**src/rtl/tri_seq_pkg.sv**
```systemverilog
package tri_seq_pkg;

    typedef enum logic [2:0] {
        ST_IDLE    = 3'd0,
        ST_ID_REQ  = 3'd1,
        ST_ID_WAIT = 3'd2,
        ST_CP_REQ  = 3'd3,
        ST_CP_WAIT = 3'd4,
        ST_WR_REQ  = 3'd5,
        ST_WR_WAIT = 3'd6,
        ST_FINISH  = 3'd7
    } seq_state_e;

    typedef struct packed {
        seq_state_e st;
        logic       id_bit;
        logic       cp_bit;
        logic       pref;
        logic       take;
        logic       tmo;
    } seq_regs_t;

    localparam int RESULT_W = 3;

endpackage

```
**src/rtl/tri_decide.sv**
```systemverilog
// Branch decision for one search step.
module tri_decide (
    input  logic id_bit_i,
    input  logic cp_bit_i,
    input  logic pref_i,
    output logic take_o,
    output logic skip_write_o
);
    always_comb begin
        skip_write_o = id_bit_i & cp_bit_i;
        if (skip_write_o) begin
            take_o = 1'b0;
        end else if (!id_bit_i && !cp_bit_i) begin
            take_o = pref_i;      // both branches populated: follow request
        end else begin
            take_o = id_bit_i;    // single branch: forced
        end
    end
endmodule

```
**src/rtl/slot_watch.sv**
```systemverilog
// Counts waiting cycles of a pending slot and flags when the limit is reached.
module slot_watch #(
    parameter int CNT_W = 16
) (
    input  logic             clk,
    input  logic             rst_n,
    input  logic             clear_i,
    input  logic             run_i,
    input  logic [CNT_W-1:0] limit_i,
    output logic             expired_o
);
    localparam logic [CNT_W-1:0] CNT_MAX = '1;

    logic [CNT_W-1:0] cnt_d, cnt_q;

    always_comb begin
        cnt_d = cnt_q;
        if (clear_i) begin
            cnt_d = '0;
        end else if (run_i && cnt_q != CNT_MAX) begin
            cnt_d = cnt_q + 1'b1;
        end
    end

    always_ff @(posedge clk or negedge rst_n) begin
        if (!rst_n) begin
            cnt_q <= '0;
        end else begin
            cnt_q <= cnt_d;
        end
    end

    assign expired_o = run_i && (cnt_q >= limit_i);
endmodule

```
**src/rtl/onewire_triplet_seq.sv**
```systemverilog
module onewire_triplet_seq
    import tri_seq_pkg::*;
#(
    parameter int LIMIT_W = 16
) (
    input  logic                clk,
    input  logic                rst_n,
    input  logic                start_i,
    input  logic                dir_i,
    input  logic [LIMIT_W-1:0]  limit_i,
    output logic                busy_o,
    output logic                done_o,
    output logic [RESULT_W-1:0] result_o,
    output logic                timeout_o,
    output logic                slot_req_o,
    output logic                slot_write_o,
    output logic                slot_bit_o,
    input  logic                slot_rx_done_i,
    input  logic                slot_rx_bit_i,
    input  logic                slot_tx_done_i
);
    seq_regs_t r_d, r_q;

    logic in_req, in_wait, expired;
    logic dec_take, dec_skip;

    assign in_req  = (r_q.st == ST_ID_REQ) || (r_q.st == ST_CP_REQ) ||
                     (r_q.st == ST_WR_REQ);
    assign in_wait = (r_q.st == ST_ID_WAIT) || (r_q.st == ST_CP_WAIT) ||
                     (r_q.st == ST_WR_WAIT);

    slot_watch #(.CNT_W(LIMIT_W)) u_watch (
        .clk       (clk),
        .rst_n     (rst_n),
        .clear_i   (in_req),
        .run_i     (in_wait),
        .limit_i   (limit_i),
        .expired_o (expired)
    );

    // Decision uses the live complement bit so no extra cycle is spent.
    tri_decide u_decide (
        .id_bit_i     (r_q.id_bit),
        .cp_bit_i     (slot_rx_bit_i),
        .pref_i       (r_q.pref),
        .take_o       (dec_take),
        .skip_write_o (dec_skip)
    );

    always_comb begin
        r_d = r_q;
        unique case (r_q.st)
            ST_IDLE: begin
                if (start_i) begin
                    r_d.st     = ST_ID_REQ;
                    r_d.pref   = dir_i;
                    r_d.id_bit = 1'b0;
                    r_d.cp_bit = 1'b0;
                    r_d.take   = 1'b0;
                    r_d.tmo    = 1'b0;
                end
            end
            ST_ID_REQ: r_d.st = ST_ID_WAIT;
            ST_ID_WAIT: begin
                if (slot_rx_done_i) begin
                    r_d.id_bit = slot_rx_bit_i;
                    r_d.st     = ST_CP_REQ;
                end else if (expired) begin
                    r_d.st     = ST_FINISH;
                    r_d.id_bit = 1'b1;
                    r_d.cp_bit = 1'b1;
                    r_d.take   = 1'b0;
                    r_d.tmo    = 1'b1;
                end
            end
            ST_CP_REQ: r_d.st = ST_CP_WAIT;
            ST_CP_WAIT: begin
                if (slot_rx_done_i) begin
                    r_d.cp_bit = slot_rx_bit_i;
                    r_d.take   = dec_take;
                    r_d.st     = dec_skip ? ST_FINISH : ST_WR_REQ;
                end else if (expired) begin
                    r_d.st     = ST_FINISH;
                    r_d.id_bit = 1'b1;
                    r_d.cp_bit = 1'b1;
                    r_d.take   = 1'b0;
                    r_d.tmo    = 1'b1;
                end
            end
            ST_WR_REQ: r_d.st = ST_WR_WAIT;
            ST_WR_WAIT: begin
                if (slot_tx_done_i) begin
                    r_d.st = ST_FINISH;
                end else if (expired) begin
                    r_d.st     = ST_FINISH;
                    r_d.id_bit = 1'b1;
                    r_d.cp_bit = 1'b1;
                    r_d.take   = 1'b0;
                    r_d.tmo    = 1'b1;
                end
            end
            ST_FINISH: r_d.st = ST_IDLE;
            default:   r_d.st = ST_IDLE;
        endcase
    end

    always_ff @(posedge clk or negedge rst_n) begin
        if (!rst_n) begin
            r_q <= '{st: ST_IDLE, id_bit: 1'b0, cp_bit: 1'b0,
                     pref: 1'b0, take: 1'b0, tmo: 1'b0};
        end else begin
            r_q <= r_d;
        end
    end

    assign busy_o       = (r_q.st != ST_IDLE);
    assign done_o       = (r_q.st == ST_FINISH);
    assign result_o     = {r_q.take, r_q.cp_bit, r_q.id_bit};
    assign timeout_o    = r_q.tmo;
    assign slot_req_o   = in_req;
    assign slot_write_o = (r_q.st == ST_WR_REQ);
    assign slot_bit_o   = r_q.take;
endmodule

```
**config.mk**
```make
export PLATFORM = sky130hd
export DESIGN_NAME = onewire_triplet_seq
export DESIGN_NICKNAME = d
export VERILOG_FILES = /design/src/rtl/tri_seq_pkg.sv /design/src/rtl/tri_decide.sv /design/src/rtl/slot_watch.sv /design/src/rtl/onewire_triplet_seq.sv
export SDC_FILE = /design/constraint.sdc
export NUM_CORES = 1
export LEC_CHECK = 0
export BUFFER_PORTS_ARGS = -buffer_cell sky130_fd_sc_hd__buf_2
export CAP_MARGIN = 20
export CORE_UTILIZATION = 60
export DETAILED_ROUTE_END_ITERATION = 7
export HOLD_SLACK_MARGIN = 0.12
export PLACE_DENSITY = 0.85
export SLEW_MARGIN = 20
export SYNTH_ARGS = -nofsm -noshare
export SYNTH_HDL_FRONTEND = slang
export SYNTH_SLANG_ARGS = --single-unit
```
**constraint.sdc**
```tcl
create_clock -name clk -period 5.08 [get_ports clk]
set_clock_uncertainty 0.05 [all_clocks]
set_input_delay 1.524 -clock clk [delete_from_list [all_inputs] [get_ports clk]]
set_output_delay 1.524 -clock clk [all_outputs]
set_load 0.02 [all_outputs]
```
Word level (Yosys, flattened, before mapping). Index checks and enable logic that the tools add are counted.

Bits in registers: 24. Bits of input ports: 23. Output and inout port bits: 9. Logic and storage cells: 61.

Add/sub/neg operators: 1. $lt $le $gt $ge: 1. Equality and inequality tests: 12. Mux-type cells: 22. Bitwise logic cells: 1. Reduce and logical (&&, ||, !) cells: 17.

Operator list (number): $mux W16 (2); $pmux W3 S8 (1); $add A16 B1 Y16 const B (1); $ge A16 B16 Y1 (1); $ne A16 B16 Y1 const B (1); $pmux W2 S4 (2); $eq A3 B3 Y1 const B (4); $mux W2 (5); $mux W8 (1); $ne A2 B2 Y1 const B (4); $reduce_and A4 Y1 (2); $mux W1 (7); $eq A3 B2 Y1 const B (2); $mux W3 (2); $mux W5 (1); $reduce_and A5 Y1 (1); $logic_or A1 B1 Y1 (4); $mux W4 (1); $reduce_bool A4 Y1 (1); $eq A3 B1 Y1 const B (1); $logic_and A1 B1 Y1 (3); $logic_not A3 Y1 (1); $reduce_bool A3 Y1 (1); $logic_not A1 Y1 (2); 3 further kinds (3).

Longest topological paths before layout. Gate-level depths: netlist (run 1).

Depth in word-level cells: 7. Mapped depth: 8. Mapped depth without buffers: 7.

Modules after synthesis. A second synthesis (run 1) with hierarchy kept.

Cell total of the unflattened synthesis: 216. Area total of the unflattened synthesis: 1923.1 um^2.

Modules (own cells, without submodules): slot_watch (instances 1, cells each 149, area each 1341.3 um^2, seq. area each 400.4 um^2); onewire_triplet_seq (instances 1, cells each 65, area each 564.3 um^2, seq. area each 200.2 um^2); tri_decide (instances 1, cells each 2, area each 17.5 um^2, seq. area each 0.0 um^2).

Worst setup path before layout (run 1). No wires, ideal clock.

Path type: input-to-reg. Start: input port limit_i[13]. End: register r_q (netlist bit slot_bit_o). Library setup time: 0.126 ns. Data arrival time: 3.256 ns. Data required time: 4.904 ns. Slack: 1.648 ns. Stages: 8. Buffers on the path: 1. Path through: inv_1 -> ha_1 -> nand2_1 -> nor4_2 -> or4b_1 -> and3_1 -> buf_6 -> a221o_1.

Word-level cells in the longest chain between the ends: 5. Elaborated cells on any way between the ends: 7. Those cells by class: order compare (1); mux (5); reduce/logical (1).

RTL lines: from (decl) (RTL line onewire_triplet_seq.sv:10) `input logic [LIMIT_W-1:0] limit_i,`; $ge A16 B16 Y1 (*) (RTL line slot_watch.sv:33) `assign expired_o = run_i && (cnt_q >= limit_i);`; $logic_and A1 B1 Y1 (*) (RTL line slot_watch.sv:33); $mux W2 (*); $mux W2, or another cell as far along; $pmux W2 S4 (*); to (signal assigned) (RTL line onewire_triplet_seq.sv:109) `r_q <= '{st: ST_IDLE, id_bit: 1'b0, cp_bit: 1'b0,`; to (signal assigned) (RTL line onewire_triplet_seq.sv:112) `r_q <= r_d;`; to (decl) (RTL line onewire_triplet_seq.sv:22) `seq_regs_t r_d, r_q;`.

Every way passes the cells marked *; elsewhere a longest branch is shown, timed or not. The select of a mux whose other input is x is not followed. A chain may end at the register's enable or synchronous reset.

Final worst setup path (run 1).
Start: register r_q[7] (netlist name). End: output port slot_req_o.

Word-level cells in the longest chain between the ends: 3. Elaborated cells on any way between the ends: 5. Those cells by class: eq/ne (3); reduce/logical (2).

RTL lines: $eq A3 B1 Y1 / $eq A3 B2 Y1 (equally long branches) (RTL line onewire_triplet_seq.sv:27) `assign in_req = (r_q.st == ST_ID_REQ) || (r_q.st == ST_CP_REQ) ||`; $logic_or A1 B1 Y1 (RTL line onewire_triplet_seq.sv:27); $logic_or A1 B1 Y1 (*) (RTL line onewire_triplet_seq.sv:27); to (decl) (RTL line onewire_triplet_seq.sv:15) `output logic slot_req_o,`.

Every way passes the cells marked *; elsewhere a longest branch is shown, timed or not.

==> impl_metrics.tcl, run 1 <==
set metrics [dict create \
    syn-num-nets 256 \
    worst_pin_slew_ns 0.670 \
    grt_max_degree 25 \
    drive_gt1_share_pct 16.6 \
    cts_max_level 1 \
    cts-resized-gates 0 \
    period_share_pct 68.5 \
    required_ns 3.51 \
    critPathCaptureType "primary output" \
    cp_data_arrival_time_ns 1.91 \
    antenna_cells 0 \
    yosys-top-cells-area "dfrtp_1 33%, ha_1 12%, inv_1 4.8%, nand2_1 4.4%, nor2_1 3.7%" \
    design_power_total_uw 633 \
    drt_iter0_markers 157 \
    ir_drop_mv 0.249 \
    grt_use_total_pct 24.5 \
    p_per_area_nw_per_um2 321 \
    hold_violations 0 \
    wirelength_mm 3.64 \
    grt_pass1_vias 1422 \
    min_period_ns 3.48 \
    io_buffers 31 \
    clock_latency_ns 0.32 \
    numClockSinks 24 \
    viasPerCell 6.00 \
    hold_path_class "flop to flop" \
    synth_edf_count 0 \
    final_max_slew_viol_count 0 \
    netlist.area_leader.share_pct 33.2 \
    highest_layer "met4" \
    overflow 0 \
    die_width_um 56.9 \
    cts_setup_buffers 0 \
    finalSetupTns_ns 0 \
    outcome "finished with violations" \
    most-common-layout-cells "31 x buf_2, 24 x dfrtp_1, 23 x inv_1" \
    cts_hold_buf 0 \
    tritoncts "yes" \
    synth_seq_cells 24 \
    clockRootBuffer "clkbuf_4" \
    m1WireLength_mm 1.65 \
    crit_fanout 20 \
    synth_area_sq_um 1810 \
    gp_congestion 0.864 \
    first_pass_iters 6 \
    seqCellArea_sq_um 601 \
    cap_violations 0 \
    fillCellCount 237 \
    die_h_um 56.9 \
    cts-buffers-inserted 3 \
    clkSlewWorstSetupHoldPaths_ns 0.13 \
    power_leakage_uw 0.000984 \
    area_growth_pct 9.06 \
    setup-violations-final 0 \
    rows 19 \
    grt_pass1_wl_mm 6.13 \
    vias 1631 \
    rsz0062_at_grt "no" \
    worstSetupStartpointType "flop" \
    synthFlopType "dfrtp_1" \
    ioPinCount 32 \
    violations "design-rule violations" \
    drc_errors 6 \
    relSlewSlack_pct 54.9 \
    routedWlPerCell_um 13.4 \
    hpwl_mm 2.77 \
    synth_area_leader_cell "dfrtp_1" \
    fmax_mhz 287 \
    route.met2.wl_mm 1.70 \
    dieArea_sq_um 3240 \
    critPathKind "flop to primary output" \
    synthArstFlopShare_pct 100 \
    initial_core_util_pct 64.5 \
    multiInputGateArea_sq_um 1070 \
    avgSynthCellArea_sq_um 8.38 \
    ant_nets 0 \
    post_synth_num_cell_types 48 \
    netlist_instances 216 \
    antenna_found_initial 0 \
    core_sq_um 2810 \
    clock_path_buffers 2 \
    wl_met3_um 253 \
    final_common_cell "buf_2" \
    yosysWarnings 0 \
    yosysSeqAreaShare_pct 33.2 \
    finalNetCount 283 \
]
==> per-stage QoR <==
| stage | std cells | util [%] | setup WS [ns] | hold slack, ns | instance area, sq um |
|---|---|---|---|---|---|
| 2_1_floorplan | 216 | - | 1.65 | 0.425 | 1810 |
| 3_3_place_gp | 269 | 69.5 | 1.48 | 0.438 | 1950 |
| 3_5_place_dp | 269 | 69.5 | 1.41 | 0.443 | 1950 |
| 4_1_cts | 272 | 70.3 | 1.63 | 0.474 | 1970 |
| 5_1_grt | 272 | 70.3 | 1.49 | 0.487 | 1970 |
| 6_report | 272 | 70.3 | 1.60 | 0.470 | 1970 |
==> registers in the layout, summed over array words and instances, names as in the netlist <==
register,cells
r_q,4
result_o,2
slot_bit_o,1
timeout_o,1
u_watch.cnt_q,16
==> routing by layer <==
layer  vias up  global-route usage [%]
met5         -                       0
met4         0                    5.92
met3         4                    6.68
met2        59                    39.3
met1       746                    33.1
li1        822                       -
==> cell usage after synthesis, types with 2 or more instances <==
cell / instances
and3_1: 3
mux2i_1: 3
a21oi_1: 13
a21boi_0: 2
a31oi_1: 3
nand3_1: 9
and2_1: 3
o211ai_1: 2
nor4_1: 2
o21ai_0: 11
nand3b_1: 2
ha_1: 17
dfrtp_1: 24
nand4_1: 8
a211oi_1: 2
nand2b_1: 4
nand2_1: 21
nor3_1: 6
inv_1: 23
nor2_1: 18
clkbuf_1: 4
xor2_1: 7
a2111oi_0: 2
buf_4: 3
==> path summary, 6_finish.rpt <==
path,start,endpoint,slack (ns),cells after the start
min in group asynchronous,rst_n,u_watch.cnt_q[4],1.12,1
min reg2reg,result_o[1],result_o[1],0.47,2
max reg2reg,u_watch.cnt_q[15],slot_bit_o,2.64,6
max in group asynchronous,rst_n,u_watch.cnt_q[13],3.48,1
max,r_q[7],slot_req_o,1.60,4
min,result_o[1],result_o[1],0.47,2
==> where the power goes <==
group,switching [uW],total (uW),leakage [uW],internal (uW)
combinational,166,277,0.000645,111
clock,55.1,82.8,0.0000138,27.8
sequential,53.0,273,0.000325,220
==> cells by family after synthesis <==
kind of cell	Yosys count	synth area share (%)
simple gates	84	23.8
xor+xnor	8	3.87
buf+inv	32	7.68
compound gates	47	17.4
mux	4	2.28
flops	24	33.2
fa+ha+maj	17	11.8
==> worst max-delay path: stages, from the launching register on <==
cell and delay, ns:
dfrtp_1 0.60, nand2_1 0.17, nand2_1 0.19, inv_1 0.38
buf_2 0.24
==> area by class of cell <==
class / count / area share [%]
clock buffers: 3 / 1.14
inverters: 23 / 4.38
multi-input cells: 160 / 54.2
flip-flops and latches: 24 / 30.4
well taps: 31 / 1.97
repair buffers: 31 / 7.86
No activity file was read; power rests on OpenSTA's default activity.
==> run 2, diff against run 1 <==
--- a/config.mk
+++ b/config.mk
@@ -7,10 +7,10 @@
 export LEC_CHECK = 0
 export BUFFER_PORTS_ARGS = -buffer_cell sky130_fd_sc_hd__buf_2
 export CAP_MARGIN = 20
-export CORE_UTILIZATION = 60
+export CORE_UTILIZATION = 50
 export DETAILED_ROUTE_END_ITERATION = 7
 export HOLD_SLACK_MARGIN = 0.12
-export PLACE_DENSITY = 0.85
+export PLACE_DENSITY = 0.75
 export SLEW_MARGIN = 20
 export SYNTH_ARGS = -nofsm -noshare
 export SYNTH_HDL_FRONTEND = slang
==> constraint.sdc (replaced) <==
create_clock -name clk -period 2.9 [get_ports clk]
set_clock_uncertainty 0.05 [all_clocks]
set_input_delay 0.87 -clock clk [delete_from_list [all_inputs] [get_ports clk]]
set_output_delay 0.87 -clock clk [all_outputs]
set_load 0.02 [all_outputs]
==> run 2 against run 1 <==
The run now ends clean. Sequential share of layout area down 0.84 points. Utilization fell by 10 points. Worst hold slack got worse by 0.0084 ns. Critical path type is now input port to flop. Largest cell class unchanged.
==> impl_metrics.tcl, run 2 (synthesis gave the netlist of run 1 again) <==
set metrics [dict create \
    r2r-end "slot_bit_o" \
    cts_max_level 1 \
    grt_max_degree 25 \
    viasPerCell 5.50 \
    period_share_pct 90.1 \
    first_pass_iters 4 \
    slowest_stage "or4b_1" \
    p_switching_uw 486 \
    io_buffers 31 \
    hold_slack_ns 0.462 \
    vias 1607 \
    rsz0062_at_grt "no" \
    outcome "finished, final reports clean" \
    critPathCaptureType "flop" \
    path_cells "buf_2, inv_1, ha_1, nand2_1, nor4_2, or4b_1, and3_1, a221o_1" \
    drive_gt1_share_pct 18.3 \
    final_common_cell "buf_2" \
    worstSetupStartpointType "input port" \
    clockRootBuffer "clkbuf_4" \
    wirelength_mm 3.70 \
    hold_path_class "flop to flop" \
    numClockSinks 24 \
    drt_iter0_markers 168 \
    switching_share_pct 42.5 \
    p_per_area_nw_per_um2 564 \
    antenna_cells 0 \
    min_period_ns 2.61 \
    p_comb_share_pct 46.4 \
    fmax_mhz 383 \
    final_max_slew_viol_count 0 \
    grt_pass1_wl_mm 6.48 \
    initial_core_util_pct 53.4 \
    place_inst 289 \
    overflow 0 \
    core_sq_um 3390 \
    required_ns 3.05 \
    p_seq_share_pct 40.9 \
    holdCritStartpoint "result_o[1]" \
    clock_path_buffers 2 \
    largest_reg_flops 16 \
    die_width_um 62.2 \
    whs_path_depth 2 \
    cts_hold_buf 0 \
    worstReg2RegStart "u_watch.cnt_q[13]" \
    power_leakage_uw 0.00101 \
    area_growth_pct 12.2 \
    worst_pin_slew_ns 0.638 \
    reg2reg_depth 6 \
    cts_setup_buffers 0 \
    rows 21 \
    relSlewSlack_pct 57.1 \
    hold_violations 0 \
    cp_slowest_stage_delay_ns 0.48 \
    hpwl_mm 2.87 \
    most-common-layout-cells "31 x buf_2, 24 x dfrtp_1, 23 x inv_1" \
    grt_use_total_pct 20.7 \
    tritoncts "yes" \
    critPathBufInv 2 \
    regMostFlops "u_watch.cnt_q" \
    r2r_slack_ns 0.51 \
    finalNonFillerCells 292 \
    routedWlPerCell_um 12.7 \
    p_int_uw 658 \
    power.share.clock_pct 12.7 \
    dieArea_sq_um 3860 \
    setup-violations-final 0 \
    holdPathEnd "result_o[1]" \
    gp_congestion 0.823 \
    drc_errors 0 \
    grt_pass1_vias 1448 \
    place_ws_ns -0.0381 \
    clkSlewWorstSetupHoldPaths_ns 0.12 \
    ioPinCount 32 \
    cts-buffers-inserted 3 \
    critPathKind "input port to flop" \
    antenna_found_initial 0 \
    cts-resized-gates 0 \
    finalNetCount 288 \
    worst_slack_ns 0.287 \
    path_delay_family "simple AND/OR/NAND/NOR gates" \
    cap_violations 0 \
    cp_data_arrival_time_ns 2.76 \
    ir_drop_mv 0.326 \
    crit_fanout 6 \
    clock_latency_ns 0.31 \
    ant_nets 0 \
    die_h_um 62.2 \
]
==> run 2: cell types whose count changed in the layout (fill, tap and decap cells not counted), sizes merged <==
cell / change
buf: +5
==> run 2: worst max path at each step <==
stage	from	endpoint	slack, ns	cells after the start
floorplan	limit_i[13]	slot_bit_o	0.12	8
global placement	limit_i[13]	slot_bit_o	0.03	8
detailed placement	limit_i[13]	slot_bit_o	-0.04	8
CTS	limit_i[13]	slot_bit_o	0.30	8
global route	limit_i[0]	r_q[6]	0.1	8
finish	limit_i[13]	slot_bit_o	0.29	8
==> run 2: layout make-up <==
cell class / instances / area, sq um
Inverter: 23 / 86.3
Sequential cell: 24 / 601
Clock buffer: 3 / 22.5
Fill cell: 319 / 1360
Tap cell: 46 / 57.6
Timing Repair Buffer: 36 / 193
Multi-Input combinational cell: 160 / 1070
==> run 2: through the flow <==
stage                     utilization (%)  TNS (ns)  cell area [sq um]  total power (uW)
after floorplan                         -         0               1810               847
after global placement               59.2         0               2010              1000
after detailed placement             59.2   -0.0381               2010              1000
after CTS                            59.9         0               2030              1150
after global routing                 59.9         0               2030              1240
final                                59.9         0               2030              1140
==> run 2: worst register-to-register path, cell delays in order (launching register included) <==
cell,delay (ns)
dfrtp_1,0.43
ha_1,0.31
nand2_1,0.09
nor4_2,0.32
or4b_1,0.48
and3_1,0.27
a221o_1,0.34
==> run 2: power groups by stage <==
stage	clock, uW	combinational [uW]	sequential (uW)
6_report	145	531	468
4_1_cts	151	534	467
2_1_floorplan	0	409	438
5_1_grt	167	599	477
3_5_place_dp	0	531	474
3_3_place_gp	0	531	472
==> run 2: per-layer routing <==
metal	global-route usage [%]	share of wire [%]	routed length, um	up-vias
li1	-	-	-	834
met1	28.2	49	1810	744
met2	35.4	48	1760	27
met3	1.84	2.9	108	2
met4	4.94	0.51	19	0
met5	0	0	0	-
==> run 3, diff against run 2 <==
--- a/config.mk
+++ b/config.mk
@@ -5,12 +5,13 @@
 export SDC_FILE = /design/constraint.sdc
 export NUM_CORES = 1
 export LEC_CHECK = 0
+export ABC_AREA = 1
 export BUFFER_PORTS_ARGS = -buffer_cell sky130_fd_sc_hd__buf_2
 export CAP_MARGIN = 20
-export CORE_UTILIZATION = 50
+export CORE_UTILIZATION = 51
 export DETAILED_ROUTE_END_ITERATION = 7
 export HOLD_SLACK_MARGIN = 0.12
-export PLACE_DENSITY = 0.75
+export PLACE_DENSITY = 0.76
 export SLEW_MARGIN = 20
 export SYNTH_ARGS = -nofsm -noshare
 export SYNTH_HDL_FRONTEND = slang
==> constraint.sdc (replaced) <==
create_clock -name clk -period 2.4 [get_ports clk]
set_clock_uncertainty 0.05 [all_clocks]
set_input_delay 0.72 -clock clk [delete_from_list [all_inputs] [get_ports clk]]
set_output_delay 0.72 -clock clk [all_outputs]
set_load 0.02 [all_outputs]
==> run 3 against run 2 <==
Worst setup slack better by 0.026 ns. Die area up 8.3%. Cell area grew 11%. Critical endpoint is now slot_req_o. Largest cell class unchanged. Largest power group unchanged. Highest routed layer unchanged.
==> impl_metrics.tcl, run 3 <==
set metrics [dict create \
    post_synth_num_cell_types 29 \
    rows 22 \
    cp_slowest_stage_delay_ns 0.44 \
    fmax_mhz 479 \
    rsz0062_at_grt "no" \
    synthFlopType "dfrtp_1" \
    clockRootBuffer "clkbuf_8" \
    synth.most_common_cell "nand2_1" \
    initial_core_util_pct 53.9 \
    drt_iter0_markers 63 \
    cp_data_arrival_time_ns 1.32 \
    cts_setup_buffers 0 \
    netlist.area_leader.share_pct 30.0 \
    ir_drop_mv 0.767 \
    m1WireLength_mm 2.13 \
    area_growth_pct 12.7 \
    critPathKind "flop to primary output" \
    required_ns 1.63 \
    avgSynthCellArea_sq_um 6.96 \
    clock_latency_ns 0.28 \
    cts-buffers-inserted 3 \
    critPathCaptureType "primary output" \
    largest_reg_flops 16 \
    hold_violations 0 \
    p_per_area_nw_per_um2 816 \
    wirelength_mm 4.21 \
    crit_fanout 10 \
    clkSlewWorstSetupHoldPaths_ns 0.10 \
    synth_edf_count 0 \
    cts-resized-gates 0 \
    route.met2.wl_mm 1.81 \
    gp_congestion 0.891 \
    relSlewSlack_pct 61.9 \
    drive_gt1_share_pct 18.8 \
    dieArea_sq_um 4180 \
    grt_pass1_wl_mm 7.58 \
    seqCellArea_sq_um 601 \
    synth_seq_cells 24 \
    yosysWarnings 0 \
    hold_slack_ns 0.369 \
    crit_top_cell "nand2_1" \
    final_common_cell "nand2_1" \
    power_leakage_uw 0.00122 \
    overflow 0 \
    tritoncts "yes" \
    syn-num-nets 328 \
    worst_pin_slew_ns 0.571 \
    most-common-layout-cells "66 x nand2_1, 48 x inv_1, 31 x buf_2" \
    grt_max_degree 25 \
    cts_max_level 1 \
    die_h_um 64.7 \
    io_buffers 31 \
    cts_hold_buf 0 \
    numClockSinks 24 \
    final_max_slew_viol_count 0 \
    synthArstFlopShare_pct 100 \
    drc_errors 0 \
    cap_violations 0 \
    fillCellCount 358 \
    outcome "finished, final reports clean" \
    synth_area_leader_cell "dfrtp_1" \
    finalSetupTns_ns 0 \
    path_cells "nand2_1, nand2_1, inv_2, buf_2" \
    worstSetupStartpointType "flop" \
    grt_pass1_vias 1774 \
    ant_nets 0 \
    routedWlPerCell_um 11.5 \
    yosys-top-cells-area "dfrtp_1 30%, nand2_1 12%, ha_1 11%, inv_1 9.0%, nor2_1 5.6%" \
    core_sq_um 3720 \
    multiInputGateArea_sq_um 1160 \
    yosysSeqAreaShare_pct 30.0 \
    design_power_total_uw 1840 \
    first_pass_iters 4 \
    ioPinCount 32 \
    wl_met3_um 236 \
    grt_use_total_pct 23.2 \
    clock_path_buffers 2 \
    setup-violations-final 0 \
    finalNetCount 360 \
    regMostFlops "u_watch.cnt_q" \
    slowest_stage "dfrtp_1" \
    vias 1883 \
    highest_layer "met4" \
    antenna_found_initial 0 \
    reg2reg_depth 14 \
    netlist_instances 288 \
    synth_area_sq_um 2000 \
    hold_path_class "input port to asynchronous set/reset pin" \
    die_width_um 64.7 \
    period_share_pct 87.0 \
    antenna_cells 0 \
    viasPerCell 5.13 \
    min_period_ns 2.09 \
    hpwl_mm 3.29 \
    synth_common_cells "66 x nand2_1, 48 x inv_1, 30 x nor2_1" \
]
## run 3: cells by family (layout without fill, tap and decap cells)
group,after synthesis,after routing,share of synthesized area [%]
adder cells (fa/ha/maj),17,17,10.6
AND/OR/NAND/NOR,145,145,33.3
buffers and inverters,58,89,12.0
flip-flops,24,24,30.0
XOR/XNOR,7,7,3.06
AO/OA/AOI/OAI,37,37,11.0
## run 3: through the flow
stage | util (%) | instances | area [sq um] | setup slack [ns]
finish | 60.8 | 367 | 2260 | 0.312
global route | 60.8 | 367 | 2260 | 0.183
CTS | 60.8 | 367 | 2260 | 0.320
detailed placement | 58.9 | 363 | 2190 | 0.0957
global placement | 58.9 | 363 | 2190 | 0.162
floorplan | - | 288 | 2000 | 0.444
## run 3: path summary, 6_finish.rpt
kind                                  startpoint                end  slack (ns)
worst max-delay path                      r_q[6]         slot_req_o        0.31
worst min-delay path                       rst_n  u_watch.cnt_q[15]        0.37
worst max register to register  u_watch.cnt_q[6]         slot_bit_o        0.47
worst min register to register            r_q[2]             r_q[2]        0.45
max in group asynchronous                  rst_n   u_watch.cnt_q[3]        1.54
min in group clk                          r_q[2]             r_q[2]        0.45
## run 3: worst max-delay path, delay by kind of cell, from the launching register on
family	cells	cell delay, ns
AND/OR/NAND/NOR	2	0.21
flip-flops	1	0.44
buffers and inverters	2	0.38
## run 3: area by class of cell
type                       count  area share (%)
clock buffer                   3            1.83
timing repair buffer          32            7.20
multi-input combinational    206            51.5
tap                           48            2.66
clock inverter                 1            1.33
sequential                    24            26.6
inverter                      53            8.91
## run 3: where the power goes
group,internal [uW],switching (uW),total [uW]
registers,476,81.4,557
logic,276,644,920
clock network,224,144,367
## run 3: per-layer routing
metal,global-route usage (%),vias up
li1,-,984
met1,31.1,837
met2,38.0,57
met3,4.75,5
met4,5.56,0
met5,0,-
